### src/rtl/dpot_pkg.sv
package dpot_pkg;
  localparam logic [3:0] OP_NOP    = 4'b0000;
  localparam logic [3:0] OP_SET    = 4'b0001;
  localparam logic [3:0] OP_GET    = 4'b0010;
  localparam logic [3:0] OP_MID    = 4'b0100;
  localparam logic [3:0] OP_CFG    = 4'b0110;
  localparam logic [3:0] OP_GETCFG = 4'b0111;
  localparam logic [3:0] OP_SLEEP  = 4'b1000;
  localparam int CFG_WREN_BIT = 1;
  localparam int CFG_NORM_BIT = 2;
endpackage

### src/rtl/dpot_sync.sv
module dpot_sync #(
  parameter int WIDTH  = 1,
  parameter int STAGES = 2,
  parameter logic [WIDTH-1:0] INIT = '0
) (
  input  logic             clk,
  input  logic             rst_n,
  input  logic [WIDTH-1:0] async_in,
  output logic [WIDTH-1:0] lvl
);
  logic [WIDTH-1:0] stage_q [STAGES];

  always_ff @(posedge clk or negedge rst_n) begin
    if (!rst_n) begin
      for (int s = 0; s < STAGES; s++) stage_q[s] <= INIT;
    end else begin
      stage_q[0] <= async_in;
      for (int s = 1; s < STAGES; s++) stage_q[s] <= stage_q[s-1];
    end
  end

  assign lvl = stage_q[STAGES-1];
endmodule

### src/rtl/dpot_shifter.sv
module dpot_shifter #(
  parameter int FW = 16
) (
  input  logic          clk,
  input  logic          rst_n,
  input  logic          sel_lvl,
  input  logic          sel_fall,
  input  logic          sel_rise,
  input  logic          sck_rise,
  input  logic          sck_fall,
  input  logic          mosi_lvl,
  input  logic          load_en,
  input  logic [FW-1:0] load_word,
  output logic          frame_exec,
  output logic [FW-1:0] frame_word,
  output logic          sdo_bit
);
  localparam int CNTW = $clog2(FW);

  logic [FW-1:0]   sreg_q;
  logic [CNTW-1:0] cnt_q;
  logic            full_q;
  logic            sdo_q;

  function automatic logic [CNTW-1:0] cnt_next(input logic [CNTW-1:0] c);
    return (c == CNTW'(FW - 1)) ? '0 : c + 1'b1;
  endfunction

  always_ff @(posedge clk or negedge rst_n) begin
    if (!rst_n) begin
      sreg_q <= '0;
      cnt_q  <= '0;
      full_q <= 1'b0;
      sdo_q  <= 1'b0;
    end else begin
      if (sel_fall) begin
        cnt_q  <= '0;
        full_q <= 1'b0;
      end else if (sck_fall && !sel_lvl) begin
        sreg_q <= {sreg_q[FW-2:0], mosi_lvl};
        cnt_q  <= cnt_next(cnt_q);
        if (cnt_q == CNTW'(FW - 1)) full_q <= 1'b1;
      end
      if (load_en) sreg_q <= load_word;
      if (sck_rise && !sel_lvl) sdo_q <= sreg_q[FW-1];
    end
  end

  assign frame_exec = sel_rise && full_q && (cnt_q == '0);
  assign frame_word = sreg_q;
  assign sdo_bit    = sdo_q;

  AST_IDLE_COUNT: assert property (@(posedge clk) disable iff (!rst_n)
    (sel_lvl && !sel_fall) |=> $stable(sreg_q) || $past(load_en));
endmodule

### src/rtl/dpot_regs.sv
module dpot_regs
  import dpot_pkg::*;
#(
  parameter int DW        = 10,
  parameter int CW        = 4,
  parameter int FW        = 16,
  parameter int RDY_DELAY = 8
) (
  input  logic          clk,
  input  logic          rst_n,
  input  logic          frame_exec,
  input  logic [FW-1:0] frame_word,
  input  logic          hw_rst_edge,
  output logic [DW-1:0] wiper,
  output logic          norm,
  output logic          sleep,
  output logic          hiz,
  output logic          rdy,
  output logic          load_en,
  output logic [FW-1:0] load_word
);
  localparam logic [DW-1:0] MID     = DW'(1) << (DW - 1);
  localparam logic [FW-1:0] HIZ_KEY = (FW'(1) << (FW - 1)) | FW'(1);
  localparam int            BW      = $clog2(RDY_DELAY + 1);

  logic [DW-1:0] wiper_q;
  logic          wren_q, norm_q, sleep_q, hiz_q, armed_q, rdy_q;
  logic [BW-1:0] busy_q;
  logic [CW-1:0] cmd;
  logic [DW-1:0] dat;
  logic          run;

  function automatic logic [FW-1:0] pad_word(input logic [DW-1:0] v);
    return FW'(v);
  endfunction

  function automatic logic [DW-1:0] cfg_image(input logic n, input logic w);
    logic [DW-1:0] v;
    v = '0;
    v[CFG_NORM_BIT] = n;
    v[CFG_WREN_BIT] = w;
    return v;
  endfunction

  assign cmd = frame_word[DW +: CW];
  assign dat = frame_word[DW-1:0];
  assign run = frame_exec && !hw_rst_edge;

  always_ff @(posedge clk or negedge rst_n) begin
    if (!rst_n) begin
      wiper_q <= MID;
      wren_q  <= 1'b0;
      norm_q  <= 1'b0;
      sleep_q <= 1'b0;
      hiz_q   <= 1'b0;
      armed_q <= 1'b0;
    end else if (hw_rst_edge) begin
      wiper_q <= MID;
      wren_q  <= 1'b0;
      norm_q  <= 1'b0;
      sleep_q <= 1'b0;
      hiz_q   <= 1'b0;
      armed_q <= 1'b0;
    end else if (frame_exec) begin
      hiz_q   <= armed_q && (cmd == CW'(OP_NOP));
      armed_q <= (frame_word == HIZ_KEY);
      case (cmd)
        CW'(OP_SET):   if (wren_q) wiper_q <= dat;
        CW'(OP_MID):   wiper_q <= MID;
        CW'(OP_CFG): begin
          wren_q <= dat[CFG_WREN_BIT];
          norm_q <= dat[CFG_NORM_BIT];
        end
        CW'(OP_SLEEP): sleep_q <= dat[0];
        default: ;
      endcase
    end
  end

  always_ff @(posedge clk or negedge rst_n) begin
    if (!rst_n) begin
      rdy_q  <= 1'b1;
      busy_q <= '0;
    end else if (frame_exec) begin
      rdy_q  <= 1'b0;
      busy_q <= BW'(RDY_DELAY);
    end else if (busy_q != '0) begin
      busy_q <= busy_q - 1'b1;
      if (busy_q == BW'(1)) rdy_q <= 1'b1;
    end
  end

  always_comb begin
    load_en   = run && (cmd == CW'(OP_GET) || cmd == CW'(OP_GETCFG));
    load_word = (cmd == CW'(OP_GET)) ? pad_word(wiper_q)
                                     : pad_word(cfg_image(norm_q, wren_q));
  end

  assign wiper = wiper_q;
  assign norm  = norm_q;
  assign sleep = sleep_q;
  assign hiz   = hiz_q;
  assign rdy   = rdy_q;

  AST_WIPER_QUIET: assert property (@(posedge clk) disable iff (!rst_n)
    (!frame_exec && !hw_rst_edge) |=> $stable(wiper_q));
  AST_WIPER_LOCKED: assert property (@(posedge clk) disable iff (!rst_n)
    (run && cmd == CW'(OP_SET) && !wren_q) |=> $stable(wiper_q));
  AST_MIDSCALE: assert property (@(posedge clk) disable iff (!rst_n)
    (run && cmd == CW'(OP_MID)) |=> (wiper_q == MID));
  AST_HARD_RESET: assert property (@(posedge clk) disable iff (!rst_n)
    hw_rst_edge |=> (wiper_q == MID && !wren_q && !norm_q && !sleep_q && !hiz_q));
  AST_SLEEP_KEEPS: assert property (@(posedge clk) disable iff (!rst_n)
    (run && cmd == CW'(OP_SLEEP)) |=> $stable(wiper_q));
  AST_RDY_DROP: assert property (@(posedge clk) disable iff (!rst_n)
    frame_exec |=> !rdy_q);
endmodule

### src/rtl/dpot_ctrl.sv
module dpot_ctrl #(
  parameter int WIPER_BITS  = 10,
  parameter int CMD_BITS    = 4,
  parameter int FRAME_BITS  = 16,
  parameter int SYNC_STAGES = 2,
  parameter int RDY_CYCLES  = 8
) (
  input  logic                  clk,
  input  logic                  rst_n,
  input  logic                  hard_rst,
  input  logic                  cs_n,
  input  logic                  sck,
  input  logic                  mosi,
  output logic                  sdo,
  output logic                  sdo_en,
  output logic                  rdy,
  output logic [WIPER_BITS-1:0] wiper,
  output logic                  shutdown,
  output logic                  norm_mode
);
  localparam int NSYNC = 4;
  localparam logic [NSYNC-1:0] IDLE = 4'b0001;

  logic [NSYNC-1:0] raw, lvl;
  logic [2:0]       prev_q;
  logic             sel_rise, sel_fall, sck_rise, sck_fall, rst_edge;
  logic             frame_exec, load_en, sdo_bit, hiz;
  logic [FRAME_BITS-1:0] frame_word, load_word;

  assign raw = {hard_rst, mosi, sck, cs_n};

  dpot_sync #(.WIDTH(NSYNC), .STAGES(SYNC_STAGES), .INIT(IDLE)) u_sync (
    .clk(clk), .rst_n(rst_n), .async_in(raw), .lvl(lvl)
  );

  always_ff @(posedge clk or negedge rst_n) begin
    if (!rst_n) prev_q <= {1'b0, 1'b0, 1'b1};
    else        prev_q <= {lvl[3], lvl[1], lvl[0]};
  end

  assign sel_rise = lvl[0] && !prev_q[0];
  assign sel_fall = !lvl[0] && prev_q[0];
  assign sck_rise = lvl[1] && !prev_q[1];
  assign sck_fall = !lvl[1] && prev_q[1];
  assign rst_edge = lvl[3] && !prev_q[2];

  dpot_shifter #(.FW(FRAME_BITS)) u_shift (
    .clk(clk), .rst_n(rst_n),
    .sel_lvl(lvl[0]), .sel_fall(sel_fall), .sel_rise(sel_rise),
    .sck_rise(sck_rise), .sck_fall(sck_fall), .mosi_lvl(lvl[2]),
    .load_en(load_en), .load_word(load_word),
    .frame_exec(frame_exec), .frame_word(frame_word), .sdo_bit(sdo_bit)
  );

  dpot_regs #(.DW(WIPER_BITS), .CW(CMD_BITS), .FW(FRAME_BITS),
              .RDY_DELAY(RDY_CYCLES)) u_regs (
    .clk(clk), .rst_n(rst_n),
    .frame_exec(frame_exec), .frame_word(frame_word), .hw_rst_edge(rst_edge),
    .wiper(wiper), .norm(norm_mode), .sleep(shutdown), .hiz(hiz),
    .rdy(rdy), .load_en(load_en), .load_word(load_word)
  );

  assign sdo    = sdo_bit;
  assign sdo_en = !hiz;

  AST_EXEC_ON_RISE: assert property (@(posedge clk) disable iff (!rst_n)
    frame_exec |-> (lvl[0] && !sck_fall));
endmodule

### config.mk
export PLATFORM = sky130hd
export DESIGN_NAME = dpot_ctrl
export DESIGN_NICKNAME = d
export VERILOG_FILES = /design/src/rtl/dpot_pkg.sv /design/src/rtl/dpot_sync.sv /design/src/rtl/dpot_shifter.sv /design/src/rtl/dpot_regs.sv /design/src/rtl/dpot_ctrl.sv
export SDC_FILE = /design/constraint.sdc
export NUM_CORES = 1
export LEC_CHECK = 0
export CORE_UTILIZATION = 40
export CTS_CLUSTER_DIAMETER = 30
export DETAILED_ROUTE_END_ITERATION = 16
export GPL_TIMING_DRIVEN = 0
export PLACE_DENSITY_LB_ADDON = 0.3
export SYNTH_ARGS = -nofsm -noshare
export SYNTH_HDL_FRONTEND = slang
export SYNTH_SLANG_ARGS = --single-unit
### constraint.sdc
create_clock -name clk -period 3.9 [get_ports clk]
set_input_delay 1.17 -clock clk [delete_from_list [all_inputs] [get_ports clk]]
set_output_delay 1.17 -clock clk [all_outputs]
set_load 0.02 [all_outputs]
### After elaboration in Yosys (flattened, before gate mapping)

Cells that the tools add are included.

* add/sub/neg operators: 2
* reduce and logical (&&, ||, !) cells: 38
* eq/ne operators: 11
* muxes and demuxes: 32

Operators with widths (count)
* $mux W16: 3
* $mux W10: 4
* $mux W4: 5
* $pmux W10 S2: 1
* $mux W1: 19
* $eq A16 B16 Y1 const B: 1
* $reduce_bool A2 Y1: 8
* $eq A4 B3 Y1 const B: 3
* $logic_and A1 B1 Y1: 12
* $reduce_and A2 Y1: 5
* $eq A4 B1 Y1 const B: 2
* $eq A4 B4 Y1 const B: 2
* $logic_not A4 Y1: 2
* $logic_not A1 Y1: 7
* $add A4 B1 Y4 const B: 1
* $eq A4 B2 Y1 const B: 1
* $reduce_bool A4 Y1: 1
* $sub A4 B1 Y4 const B: 1
* $ne A3 B1 Y1 const B: 1
* $reduce_and A3 Y1: 1
* $reduce_bool A3 Y1: 1
* $ne A2 B1 Y1 const B: 1
* $logic_or A1 B1 Y1: 1

* word-level logic and storage cells: 98
* bits in registers: 53

### Depth between registers and ports, before layout

* depth after elaboration: 8
* gate-level depth with buffers: 7

### Modules after synthesis

Synthesis repeated with hierarchy kept, for this count alone.

* cell total of the unflattened synthesis: 247
* area total of the unflattened synthesis: 2661.3 um2

By module, submodules not included
* dpot_regs: area each 1234.9 um2, times used 1, cells each 124
* dpot_shifter: area each 1072.3 um2, times used 1, cells each 102
* dpot_sync: area each 232.7 um2, times used 1, cells each 12
* dpot_ctrl: area each 121.4 um2, times used 1, cells each 9

### Least setup slack after synthesis

No wires, ideal clock.

* path kind: flip-flop to flip-flop
* start: register u_sync.stage_q (netlist bit u_sync.lvl[0])
* end: register u_regs.wiper_q[9], in the netlist u_regs.wiper[9]
* cell stages (with the launch flop): 6
* path buffers: 1
* setup slack: 1.956 ns
* arrival: 1.862 ns
* required time: 3.818 ns
* setup time: 0.082 ns
* cells stage by stage: dfstp_2 nor4b_1 nand2_1 a22oi_1 buf_4 mux2_2

* word-level cells in the longest chain between the ends: 5

Ends and longest elaborated chain
* start, declared: line dpot_sync.sv:11 `logic [WIDTH-1:0] stage_q [STAGES];`
* $logic_and A1 B1 Y1: line dpot_ctrl.sv:41 `assign sel_rise = lvl[0] && !prev_q[0];`
* $logic_and A1 B1 Y1 (2 in series): line dpot_shifter.sv:49 `assign frame_exec = sel_rise && full_q && (cnt_q == '0);`
* $reduce_bool A2 Y1 (no source line)
* $reduce_and A3 Y1 (no source line)
* end signal, assigned: line dpot_regs.sv:68 `CW'(OP_SET): if (wren_q) wiper_q <= dat;`
* end, declared: line dpot_regs.sv:26 `logic [DW-1:0] wiper_q;`

Every way passes these cells.
A chain may end at the register's enable or synchronous reset.

### Final worst setup path

* start: register u_regs.wiper_q[9], in the netlist u_regs.wiper[9]
* end: output port wiper[9]

RTL lines
* end, declared: line dpot_ctrl.sv:17 `output logic [WIPER_BITS-1:0] wiper,`

No word-level cell between the ends.

==> results.txt <==
STA puts the critical path data required time at 2730 ps. The unique cell type count in the Yosys netlist came out at 45. Port buffering added 20 buffers. Gates resized during post-CTS repair numbered 0. The signal on the critical path passes through clkdlybuf4s50_1. The tree built by TritonCTS fans out to 53 sinks. The critical path is of the flop to output pin type. The logs give 276 for the count of nets after finishing and 0 for the count of final hold-check violations. Global routing consumed, on the met2 layer, 24.6% of the routing resources. TritonCTS built the clock tree. Class of the tightest hold or removal check: flop to flop. Setup violations remaining at the end of the flow were counted as 0.

The worst clock skew came out at 5.99 ps. The first-pass GRT wire length was 8160 µm. For the number of hold buffers added after cts, the log shows 0. In the final routed layout, each cell accounts on average for 14.1 µm. Sorting the synthesized cells by area gives the leading types as sky130_fd_sc_hd__dfrtp_1 (49%), sky130_fd_sc_hd__dfstp_2 (5.4%), sky130_fd_sc_hd__nand2_1 (5.4%). The post-DP HPWL came out at 3430 µm.

In this design, the largest share of critical-path delay is due to buffers and inverters. At the pin with the least slew margin, the transition time is 750 ps. The logs give 2 for the number of H-tree branching levels and 0 for the post-route antenna net violation count.

The fmax is 376 MHz. The run finished with clean final reports. From synthesis to final layout, the design area changed by 16.1%. From bottom edge to top edge, the die measures 80.1 µm. The share of final-layout standard cells stronger than drive strength 1 was 9.74%. The tools report the number of buffers added by the clock tree synthesis step as 5. For the max-slew violation count, the log shows 0.

CTS placed an instance of sky130_fd_sc_hd__clkbuf_8 at the clock tree root. In this run, synthesis inferred 0 flip-flops with an integrated enable. The run gives 24.1% as the met1 global-route usage. After synthesis, flip-flops and latches occupy 54.7% of the total area. The worst endpoint data arrival time is 1490 ps, and the global-route total usage across every layer is 17.2%. The share of the clock period used by the worst path works out to 68.1%. STA classifies the critical path endpoint as an output pin.

Once the floorplan was initialized, standard cells occupied 41.4% of the core. The number of instances in the synthesized netlist is 238, and the flop and latch count out of synthesis is 53. The logs give 0 for the number of buffers added for setup after CTS and 0 for the number of violations of the max-capacitance limit. Initial antenna violation count: 0. For the setup slack of the critical path after layout, the log shows 1240 ps. Across the VDD grid, the largest voltage drop is 0.000292 V. The delay of the slowest critical-path stage was 600 ps; the met3 usage was 3.52%.

Headroom to the max-slew limit came out at 49.3%. The cell at the slowest stage of the critical path was sky130_fd_sc_hd__clkdlybuf4s50_1. The average cell area after synthesis is 10.2 µm².

The total via count after detailed routing was 1,758; the area share of the largest cell type after synthesis was 49.3%. Number of buffers and inverters on the critical path: 1. The logs give 6410 µm² for the die area and 5890 µm² for the core box area.

The Yosys step of the flow raised 0 warnings. Routability-driven placement finished with a final weighted congestion of 0.801. Entering global routing, the biggest net connects 36 pins.

Setup total negative slack on the finished layout was measured at 0 ps. The detailed-route wire length came out at 4820 µm. The first TritonRoute pass finished after 4 iterations. The worst setup path is launched from a flop.

The final critical-path required period was 2660 ps. The width of the chip came out at 80.1 µm. The layer flagged by global routing as most heavily used is met2. The tools report the remaining routing DRC violations as 0. Setup repair after global routing left no endpoint under its margin. The analysis attributes to cell leakage a power of 1.20 nW. The design draws 1.44 mW.

The routed via count divided by cell count was 5.14; the via count of the first global-routing pass was 1,678. The synthesized netlist occupies a cell area of 2440 µm². The highest net fanout along the worst path was 3; the latest clock arrival within the worst-skew pair was 320 ps.

The clock tree buffer depth is 2, and the I/O pin count is 21. For this run, the leading register cell type out of synthesis is sky130_fd_sc_hd__dfrtp_1. Of all flip-flops after synthesis, the portion carrying an async set or reset was 100%. The power per unit of standard cell area was 510 nW/µm²; the total grt overflow was 0.

Synthesis produced a netlist with a net count of 248. The floorplan has 28 rows. The tools report the number of DRC markers in iteration 0 as 115. Cell type with the largest total area after synthesis: sky130_fd_sc_hd__dfrtp_1.

After clock tree synthesis, the clock-pin slew on the worst setup and hold paths is 90 ps. The worst setup slack before clock tree synthesis came out at 1590 ps. The tools report the final antenna diode count as 0.
## synth_stat cells, drive strengths merged, types with 2 or more instances
cell type and count:
dfstp 5, and3 2, or4 2, nor4 2
o211ai 2, nand3 3, nand2 35, a31oi 4
mux2i 13, nand2b 6, dfrtp 48, xnor2 2
nor2b 3, o22ai 8, buf 2, nand4 2
o21ai 2, nor3 3, nor4b 4, clkbuf 9
a21oi 14, inv 17, a2bb2oi 8, ha 4
nor2 20, or4b 2, nor3b 2, mux2 2
## logic make-up (layout without fill, tap and decap cells)
kind of cell             count (synthesis)  in the layout  share of synthesized area [%]
multiplexers                            15             15                           6.26
AND/OR/NAND/NOR                         91             91                           19.5
flip-flops                              53             53                           54.7
XOR/XNOR                                 3              3                           1.08
adder cells (fa/ha/maj)                  4              4                           2.05
buffers and inverters                   28             57                           4.62
AO/OA/AOI/OAI                           44             44                           11.9
## report_power, final
part | internal (mW) | switching [mW] | total (mW)
clock network | 0.125 | 0.178 | 0.303
logic | 0.185 | 0.207 | 0.392
registers | 0.652 | 0.0959 | 0.747
## final timing paths
path / cells after the start / end / slack [ps] / start
hold / removal: 0 / u_sync.lvl[3] / 350 / u_sync.stage_q[7]
min in group asynchronous: 1 / u_regs.hiz / 790 / rst_n
max in group asynchronous: 2 / u_sync.lvl[0] / 2510 / rst_n
hold reg to reg: 0 / u_sync.lvl[3] / 350 / u_sync.stage_q[7]
setup / recovery: 1 / wiper[9] / 1240 / u_regs.wiper[9]
setup reg to reg: 5 / u_regs.wiper[9] / 1580 / u_sync.lvl[0]
## metal layers
layer	wire (µm)	part of all wire [%]
met2	2040	42
met4	133	2.8
met1	2530	52
met3	118	2.4
met5	0	0
## through the flow
step / cells / utilization [%] / hold WS, ps / instance area [µm²]
5_1_grt: 342 / 48.1 / 369 / 2830
6_report: 342 / 48.1 / 355 / 2830
3_5_place_dp: 334 / 46.7 / 336 / 2750
3_3_place_gp: 333 / 46.4 / 332 / 2730
2_1_floorplan: 238 / - / 331 / 2440
4_1_cts: 342 / 48.1 / 355 / 2830
## layout by cell type, fill, tap and decap left out, types with 3 or more instances in the layout
cell type / n
sky130_fd_sc_hd__a21oi_1: 14
sky130_fd_sc_hd__a2bb2oi_1: 8
sky130_fd_sc_hd__a31oi_1: 4
sky130_fd_sc_hd__clkbuf_1: 10
sky130_fd_sc_hd__clkbuf_8: 5
sky130_fd_sc_hd__clkdlybuf4s50_1: 19
sky130_fd_sc_hd__dfrtp_1: 48
sky130_fd_sc_hd__dfstp_2: 5
sky130_fd_sc_hd__ha_1: 4
sky130_fd_sc_hd__inv_1: 17
sky130_fd_sc_hd__mux2i_1: 13
sky130_fd_sc_hd__nand2_1: 35
sky130_fd_sc_hd__nand2b_1: 6
sky130_fd_sc_hd__nand3_1: 3
sky130_fd_sc_hd__nor2_1: 19
sky130_fd_sc_hd__nor2b_1: 3
sky130_fd_sc_hd__nor4b_1: 4
sky130_fd_sc_hd__o22ai_1: 8
## area by class of cell
type,count,area (µm²)
Clock buffer,6,72.6
Clock inverter,2,10.0
Inverter,17,63.8
Timing Repair Buffer,21,215
Multi-Input combinational cell,157,992
Fill cell,553,3060
Buffer,11,48.8
Sequential cell,53,1330
Tap cell,75,93.8
## sequential cells by signal, summed over array words and instances (netlist names)
name,cells
u_shift.frame_word,16
u_regs.wiper,10
u_regs.busy_q,4
u_shift.cnt_q,4
u_sync.lvl,4
u_sync.stage_q,4
prev_q,3
u_regs.armed_q,1
u_regs.hiz,1
u_regs.norm,1
u_regs.rdy,1
u_regs.sleep,1
u_regs.wren_q,1
u_shift.full_q,1
u_shift.sdo_bit,1
Note: power is estimated with default switching activity, not from simulation.
